==> src/rtl/nxt_irq_pkg.sv <==
// Package: shared types and the shortcut translation table for the
// next pending interrupt encoder.
// Assumes the bank line field is 5 bits (32 lines per bank).
package nxt_irq_pkg;

    localparam int unsigned LINE_BITS = 5;
    localparam int unsigned BANK_BITS = 2;
    localparam int unsigned ID_BITS   = BANK_BITS + LINE_BITS;

    // One candidate from a decoder group
    typedef struct packed {
        logic                 hit;
        logic [BANK_BITS-1:0] bank;
        logic [LINE_BITS-1:0] line;
    } irq_pick_t;

    // Map a shortcut flag index within its group to the real bank line
    function automatic logic [LINE_BITS-1:0] shortcut_line(
        input logic       second_group,
        input logic [2:0] k
    );
        logic [LINE_BITS-1:0] r;
        r = '0;
        if (!second_group) begin
            case (k)
                3'd0: r = 5'd7;
                3'd1: r = 5'd9;
                3'd2: r = 5'd10;
                3'd3: r = 5'd18;
                3'd4: r = 5'd19;
                default: r = '0;
            endcase
        end else begin
            case (k)
                3'd0: r = 5'd21;
                3'd1: r = 5'd22;
                3'd2: r = 5'd23;
                3'd3: r = 5'd24;
                3'd4: r = 5'd25;
                3'd5: r = 5'd30;
                default: r = '0;
            endcase
        end
        return r;
    endfunction

endpackage

==> src/rtl/lowest_set_idx.sv <==
// Module: finds the index of the lowest set bit of a vector.
// Assumes W >= 2. Output idx is zero when nothing is set.
module lowest_set_idx #(
    parameter int unsigned W  = 8,
    localparam int unsigned IW = $clog2(W)
) (
    input  logic [W-1:0]  vec,
    output logic          found,
    output logic [IW-1:0] idx
);

    // Scan from the top so the lowest set bit is written last
    always_comb begin
        found = 1'b0;
        idx   = '0;
        for (int i = W - 1; i >= 0; i--) begin
            if (vec[i]) begin
                found = 1'b1;
                idx   = IW'(i);
            end
        end
    end

endmodule

==> src/rtl/shortcut_decode.sv <==
// Module: turns one group of shortcut flags into a bank/line candidate.
// Assumes SC_N <= 8 and that the package table covers every flag.
module shortcut_decode
    import nxt_irq_pkg::*;
#(
    parameter int unsigned SC_N   = 5,
    parameter bit          SECOND = 1'b0,
    localparam int unsigned KW    = $clog2(SC_N)
) (
    input  logic [SC_N-1:0] sc_bits,
    output irq_pick_t       pick
);

    logic          any_set;
    logic [KW-1:0] k_idx;

    lowest_set_idx #(.W(SC_N)) u_low (
        .vec   (sc_bits),
        .found (any_set),
        .idx   (k_idx)
    );

    // Translate the winning flag to its real bank and line
    always_comb begin
        pick.hit  = any_set;
        pick.bank = SECOND ? 2'd2 : 2'd1;
        pick.line = shortcut_line(SECOND, 3'(k_idx));
    end

endmodule

==> src/rtl/bank_summary_decode.sv <==
// Module: resolves a bank summary flag to the lowest pending line of that bank.
// Assumes a summary set with an empty bank word yields no candidate.
module bank_summary_decode
    import nxt_irq_pkg::*;
#(
    parameter int unsigned LINES   = 32,
    parameter int unsigned BANK_NO = 1
) (
    input  logic             summary,
    input  logic [LINES-1:0] bank_word,
    output irq_pick_t        pick
);

    logic                       any_line;
    logic [$clog2(LINES)-1:0]   line_idx;

    lowest_set_idx #(.W(LINES)) u_low (
        .vec   (bank_word),
        .found (any_line),
        .idx   (line_idx)
    );

    // Candidate exists only when the flag and a real line agree
    always_comb begin
        pick.hit  = summary && any_line;
        pick.bank = BANK_BITS'(BANK_NO);
        pick.line = LINE_BITS'(line_idx);
    end

endmodule

==> src/rtl/priority_merge.sv <==
// Module: chooses the first hitting candidate; index 0 has top priority.
// Assumes N >= 1. With no hit, the identifier is all ones.
module priority_merge
    import nxt_irq_pkg::*;
#(
    parameter int unsigned N = 5
) (
    input  irq_pick_t          picks [N],
    output logic               any_hit,
    output logic [ID_BITS-1:0] id
);

    // Walk from lowest priority upward so the highest hit wins
    always_comb begin
        any_hit = 1'b0;
        id      = '1;
        for (int i = N - 1; i >= 0; i--) begin
            if (picks[i].hit) begin
                any_hit = 1'b1;
                id      = {picks[i].bank, picks[i].line};
            end
        end
    end

endmodule

==> src/rtl/next_irq_encoder.sv <==
// Module: top of the next pending interrupt encoder. Combines base lines,
// shortcut groups and bank summaries by fixed priority and returns the
// winner through a one-cycle read port.
// Assumes pending words are stable in the cycle rd_en is high.
module next_irq_encoder
    import nxt_irq_pkg::*;
#(
    parameter int unsigned WORD_W     = 32,
    parameter int unsigned BASE_LINES = 8,
    parameter int unsigned SUM1_POS   = 8,
    parameter int unsigned SUM2_POS   = 9,
    parameter int unsigned SC1_LSB    = 10,
    parameter int unsigned SC1_N      = 5,
    parameter int unsigned SC2_N      = 6
) (
    input  logic              clk,
    input  logic              rst_n,
    input  logic [WORD_W-1:0] base_pend,
    input  logic [WORD_W-1:0] bank1_pend,
    input  logic [WORD_W-1:0] bank2_pend,
    input  logic              rd_en,
    output logic [WORD_W-1:0] rd_data
);

    localparam int unsigned SC2_LSB = SC1_LSB + SC1_N;
    localparam int unsigned N_GRP   = 5;
    localparam int unsigned PAD_W   = WORD_W - 1 - ID_BITS;
    localparam int unsigned BIW     = $clog2(BASE_LINES);

    irq_pick_t          picks [N_GRP];
    logic               base_any;
    logic [BIW-1:0]     base_idx;
    logic               any_hit;
    logic [ID_BITS-1:0] next_id;

    lowest_set_idx #(.W(BASE_LINES)) u_base (
        .vec   (base_pend[BASE_LINES-1:0]),
        .found (base_any),
        .idx   (base_idx)
    );

    // Base line candidate, always bank 0
    always_comb begin
        picks[0].hit  = base_any;
        picks[0].bank = 2'd0;
        picks[0].line = LINE_BITS'(base_idx);
    end

    shortcut_decode #(.SC_N(SC1_N), .SECOND(1'b0)) u_sc1 (
        .sc_bits (base_pend[SC1_LSB +: SC1_N]),
        .pick    (picks[1])
    );

    shortcut_decode #(.SC_N(SC2_N), .SECOND(1'b1)) u_sc2 (
        .sc_bits (base_pend[SC2_LSB +: SC2_N]),
        .pick    (picks[2])
    );

    bank_summary_decode #(.LINES(WORD_W), .BANK_NO(1)) u_sum1 (
        .summary   (base_pend[SUM1_POS]),
        .bank_word (bank1_pend),
        .pick      (picks[3])
    );

    bank_summary_decode #(.LINES(WORD_W), .BANK_NO(2)) u_sum2 (
        .summary   (base_pend[SUM2_POS]),
        .bank_word (bank2_pend),
        .pick      (picks[4])
    );

    priority_merge #(.N(N_GRP)) u_merge (
        .picks   (picks),
        .any_hit (any_hit),
        .id      (next_id)
    );

    // Read register: result on strobe, zero otherwise
    always_ff @(posedge clk) begin
        if (!rst_n)
            rd_data <= '0;
        else if (rd_en)
            rd_data <= {any_hit, {PAD_W{1'b0}}, next_id};
        else
            rd_data <= '0;
    end

endmodule

==> config.mk <==
export PLATFORM = sky130hd
export DESIGN_NAME = next_irq_encoder
export DESIGN_NICKNAME = d
export VERILOG_FILES = /design/src/rtl/nxt_irq_pkg.sv /design/src/rtl/lowest_set_idx.sv /design/src/rtl/shortcut_decode.sv /design/src/rtl/bank_summary_decode.sv /design/src/rtl/priority_merge.sv /design/src/rtl/next_irq_encoder.sv
export SDC_FILE = /design/constraint.sdc
export NUM_CORES = 1
export LEC_CHECK = 0
export BUFFER_PORTS_ARGS = -buffer_cell sky130_fd_sc_hd__clkbuf_2
export CAP_MARGIN = 10
export CORE_MARGIN = 2
export CORE_UTILIZATION = 41
export CTS_CLUSTER_DIAMETER = 150
export DETAILED_ROUTE_END_ITERATION = 12
export PLACE_DENSITY = 0.85
export SETUP_SLACK_MARGIN = 0.15
export SLEW_MARGIN = 10
export SYNTH_ARGS = -nofsm -noshare
export SYNTH_HDL_FRONTEND = slang
export SYNTH_SLANG_ARGS = --single-unit
==> constraint.sdc <==
create_clock -name clk -period 5.3 [get_ports clk]
set_input_delay 0.53 -clock clk [delete_from_list [all_inputs] [get_ports clk]]
set_output_delay 0.53 -clock clk [all_outputs]
set_load 0.05 [all_outputs]
**Word level (Yosys, flattened, before mapping)**

Cells that the tools add are included.
Widths: inputs -> output; s select.

- Equality and inequality tests: 9
- Muxes and demuxes: 178
- Bitwise operators: 2
- Reductions and logical operators: 7

Operator list:

| operator | number |
|---|---|
| $mux 5 | 64 |
| $mux 1 | 88 |
| $mux 3 | 20 |
| $pmux 5 s6 | 1 |
| $pmux 5 s5 | 1 |
| $mux 7 | 2 |
| $eq 3x2->1 const B | 4 |
| $mux 6 | 2 |
| $eq 3x3->1 const B | 3 |
| $eq 3x1->1 const B | 2 |
| $logic_not 3->1 | 2 |
| $reduce_or 4->1 | 1 |
| $reduce_or 3->1 | 1 |
| $logic_and 1x1->1 | 2 |
| $not 1->1 | 2 |
| $reduce_and 2->1 | 1 |

- Flip-flop bits (word level): 32
- Input port bits: 99
- Word-level logic and storage cells: 200

**Depth between registers and ports, before layout**

- Depth after elaboration: 38
- Mapped depth: 7
- Mapped depth without buffers: 7

**By module**

From an unflattened synthesis, not the netlist that was laid out.

- Cells, all modules: 289
- Area total of the unflattened synthesis: 1840.5 sq um

Modules (own cells, without submodules):

| module | instances | cells each | area each (sq um) | sequential area each (sq um) |
|---|---|---|---|---|
| lowest_set_idx (u_sum1.u_low ...) | 2 | 65 | 370.4 | 0.0 |
| next_irq_encoder | 1 | 41 | 394.1 | 160.2 |
| priority_merge | 1 | 51 | 296.5 | 0.0 |
| shortcut_decode (u_sc1) | 1 | 14 | 83.8 | 0.0 |
| shortcut_decode (u_sc2) | 1 | 12 | 81.3 | 0.0 |
| lowest_set_idx (u_base) | 1 | 13 | 80.1 | 0.0 |
| bank_summary_decode | 2 | 5 | 28.8 | 0.0 |
| lowest_set_idx (u_sc2.u_low) | 1 | 10 | 57.6 | 0.0 |
| lowest_set_idx (u_sc1.u_low) | 1 | 8 | 48.8 | 0.0 |

**Least setup slack after synthesis**

No wires, ideal clock.

- Path kind: input to register
- From: in bank2_pend[11]
- To: reg rd_data[1]
- Setup time: 59 ps
- Data arrival time: 2034 ps
- Slack: 3207 ps
- Stages: 7
- Path buffers: 0
- Path through: or4_4 > nor2_4 > nand2_2 > o41ai_4 > a211oi_2 > o211ai_2 > a22o_1

- Word-level cells in the longest chain between the ends: 18
- Elaborated cells on any way between the ends: 30
- Those cells by class: mux (29); reduce/logical (1)

Ends and longest elaborated chain:

| what | RTL line | source |
|---|---|---|
| start, declared | next_irq_encoder.sv:20 | `input logic [WORD_W-1:0] bank2_pend,` |
| $mux 1 (12 in series) | lowest_set_idx.sv:17 | `if (vec[i]) begin` |
| $logic_and 1x1->1 | bank_summary_decode.sv:25 | `pick.hit = summary && any_line;` |
| $mux 6 (*) | priority_merge.sv:18 | `if (picks[i].hit) begin` |
| $mux 7 (*) (2 in series) | priority_merge.sv:18 |  |
| $mux 6 (*) | priority_merge.sv:18 |  |
| $mux 3 (*) | priority_merge.sv:18 |  |
| end signal, assigned | next_irq_encoder.sv:82 | `rd_data <= {any_hit, {PAD_W{1'b0}}, next_id};` |
| end, declared | next_irq_encoder.sv:22 | `output logic [WORD_W-1:0] rd_data` |

Every way passes the cells marked *; elsewhere a longest branch is shown, timed or not.
A chain may end at the register's enable or synchronous reset.

**Worst setup path after layout**

- From: in bank1_pend[15]
- To: reg rd_data[1]

- Word-level cells in the longest chain between the ends: 21
- Elaborated cells on any way between the ends: 37
- Those cells by class: mux (36); reduce/logical (1)

Ends and longest elaborated chain:

| what | RTL line | source |
|---|---|---|
| start, declared | next_irq_encoder.sv:19 | `input logic [WORD_W-1:0] bank1_pend,` |
| $mux 1 (16 in series) | lowest_set_idx.sv:17 |  |
| $logic_and 1x1->1 | bank_summary_decode.sv:25 |  |
| $mux 7 (*) (2 in series) | priority_merge.sv:18 |  |
| $mux 6 (*) | priority_merge.sv:18 |  |
| $mux 3 (*) | priority_merge.sv:18 |  |

Marks and branches as above.

==> run summary <==
Yosys warnings: 0
Crit Path Class: primary input to flip-flop
P_leak: 0.928 nW
Worst Hold Class: primary input to flip-flop
Die Y: 63.3 um
Ratio of cells with drive above 1 in the final layout: 33.2%
Critical Path Fanout Max: 7
Crit path required time: 5440 ps
Hold Vio Cnt, Final: 0
Number of global-route vias before repair: 1692
Total CTS buffers: 3
Cells after synthesis: 228
Max-cap violations: 0
Drt initial violations: 110
Root buffer cell: clkbuf_4
HP Start: base_pend[12]
RSZ-0062 raised after global routing: false
Period minus WS final: 2140 ps
Initial antenna violation count: 0
Synthesized flop and latch total: 8
Detailed Place HPWL: 3520 um
FILL cells: 370
Max Freq: 466 MHz
Syn Area/Cell: 6.33 um^2
Worst EP arrival: 2280 ps
Final wirelength: 3950 um
Cell Area, Placed: 1880 um^2
Rel. slew slack: 59.0%
DRT antenna net count: 0
Hold worst-path end: rd_data[4]
Core Region: 3360 um^2
Worst slew pin tran: 609 ps
Postcts setup bufs: 0
Final net count: 426
Startpoint Class: primary input
CTS H-Tree Depth: 1
Clock sinks: 8
Endpoints failing setup: 0
GPL Wtd Cong: 0.842
Status: completed
# diodes: 0
PostCTS Resize Cnt: 0
CP max-delay cell: nor4_1
CTS tree: yes
Drt pass-1 iters: 4
CTS Hold Bufs: 0
Clk slew on worst S/H paths: 50 ps
Register with the most flip-flops: rd_data
Die Wd: 63.3 um
DR vias/cell: 5.21
Fin crit share: 40.5%
CP max stage delay: 400 ps
Site Rows: 21
DRC viols: 0
Setup TNS: 0 ps
Via count: 1932
Power density over the cells: 123 nW/um^2
Design Power: 0.235 mW
Sequential share of the synthesized area: 11.1%
Post-route cell area: 1910 um^2
Initial Util: 42.9%
Synthesized area: 1440 um^2
Die area: 4010 um^2
GRT Overall Usage: 19.1%
Worst Hold Depth: 2
WL per Instance: 10.7 um
Maximum vdd drop: 46.6 uV
Max reg flops: 8
Total grt overflow: 0
Critical path, cell by cell: clkbuf_2 > nor4_1 > nand3_1 > o21ai_0 > nand2_1 > nand4_1 > o211ai_2 > a22o_1
First-pass GRT wire length: 6470 um
Fin. max-slew vios: 0
Yosys cell types: 44
Layout overhead on the synthesized area: 32.0%
Max Buffers Root-to-Sink: 2
Port bufs: 95
Boundary Pins: 131
Largest net degree at the start of global routing: 8
Regs by FF count: rd_data: 8 flops
Worst Setup End Kind: flip-flop
worst max-delay path by stage:
stage | start | slack, ps | endpoint | cells past startpoint
after floorplan | bank2_pend[11] | 3210 | rd_data[1] | 7
after global placement | bank2_pend[11] | 2900 | rd_data[1] | 8
after detailed placement | bank1_pend[15] | 2890 | rd_data[1] | 8
after CTS | bank1_pend[15] | 3150 | rd_data[1] | 8
after global routing | bank1_pend[15] | 2740 | rd_data[1] | 8
final | bank1_pend[15] | 3160 | rd_data[1] | 8
cell usage after synthesis (all sizes together):
master / instances / area [um^2]
and2: 1 / 6.26
a21boi: 1 / 7.51
o41ai: 2 / 36.3
nand2: 15 / 58.8
a21bo: 1 / 10.0
o22a: 1 / 8.76
a22o: 1 / 8.76
dfxtp: 8 / 160
o21bai: 4 / 30.0
o31a: 1 / 8.76
o22ai: 1 / 6.26
or2: 1 / 6.26
a311oi: 1 / 8.76
nor2b: 2 / 12.5
nor4b: 1 / 8.76
inv: 18 / 67.6
a41oi: 1 / 8.76
or3: 2 / 12.5
o21a: 1 / 7.51
o31ai: 6 / 45.0
conb: 1 / 3.75
a211oi: 3 / 27.5
nor4: 17 / 113
a2111oi: 2 / 17.5
o211ai: 5 / 42.5
o311ai: 3 / 26.3
nand2b: 1 / 6.26
nor2: 37 / 146
or4: 5 / 45.0
and3: 2 / 12.5
buf: 24 / 180
nand4: 2 / 12.5
o21ai: 16 / 80.1
nor3: 10 / 50.1
a21oi: 23 / 115
nand3: 3 / 15.0
a31oi: 5 / 31.3
cells in the final DEF, fill, tap and decap left out, drive strengths merged:
cell,count
and2,1
a21oi,23
a211oi,3
or2,1
o311ai,3
a31oi,5
o22ai,1
nand4,2
or3,2
a21bo,1
a21boi,1
nand2b,1
nor4,17
inv,18
o21a,1
a2111oi,2
nor2,37
or4,5
a22o,1
o31a,1
a41oi,1
a311oi,1
and3,2
o211ai,5
o21ai,16
dfxtp,8
o41ai,2
nand3,3
nand2,15
nor4b,1
o22a,1
nor2b,2
o31ai,6
conb,24
nor3,10
o21bai,4
clkbuf,98
final cells by class:
| type | count | area [um^2] | area share [%] |
|---|---|---|---|
| flip-flops and latches | 8 | 160 | 8.40 |
| repair buffers | 95 | 475 | 25.0 |
| well taps | 46 | 57.6 | 3.02 |
| inverters | 18 | 67.6 | 3.55 |
| multi-input cells | 201 | 1120 | 58.9 |
| clock buffers | 3 | 22.5 | 1.18 |
power breakdown:
part           internal, mW  switching (mW)
combinational        0.0417          0.0885
clock                0.0257          0.0174
sequential           0.0613        0.000191
total                 0.129           0.106
logic make-up (layout without fill, tap and decap cells):
family          after synthesis  after routing  synth area share, %
simple gates                 99             99                 35.0
other cells                   1             24                0.260
flops                         8              8                 11.1
compound gates               78             78                 36.5
buf+inv                      42            116                 17.2
critical path, delay by kind of cell:
kind / cells / cell delay [ps]
compound gates: 3 / 680
simple gates: 4 / 980
buf+inv: 1 / 100
metal layers:
layer / wire length [um] / track usage, % / vias up
li1: - / - / 1006
met1: 1650 / 23.3 / 840
met2: 1920 / 34.5 / 82
met3: 354 / 2.32 / 4
met4: 29 / 5.98 / 0
met5: 0 / 0 / -
stage by stage:
| stage | cells | hold WS [ps] | utilization [%] | worst slack, ps |
|---|---|---|---|---|
| 3_3_place_gp | 368 | 775 | 56.0 | 2900 |
| 2_1_floorplan | 251 | 609 | - | 3210 |
| 6_report | 371 | 523 | 56.7 | 3160 |
| 5_1_grt | 371 | 509 | 56.7 | 2740 |
| 4_1_cts | 371 | 510 | 56.7 | 3150 |
| 3_5_place_dp | 368 | 770 | 56.0 | 2890 |
Power figures use the tool's default switching activity.
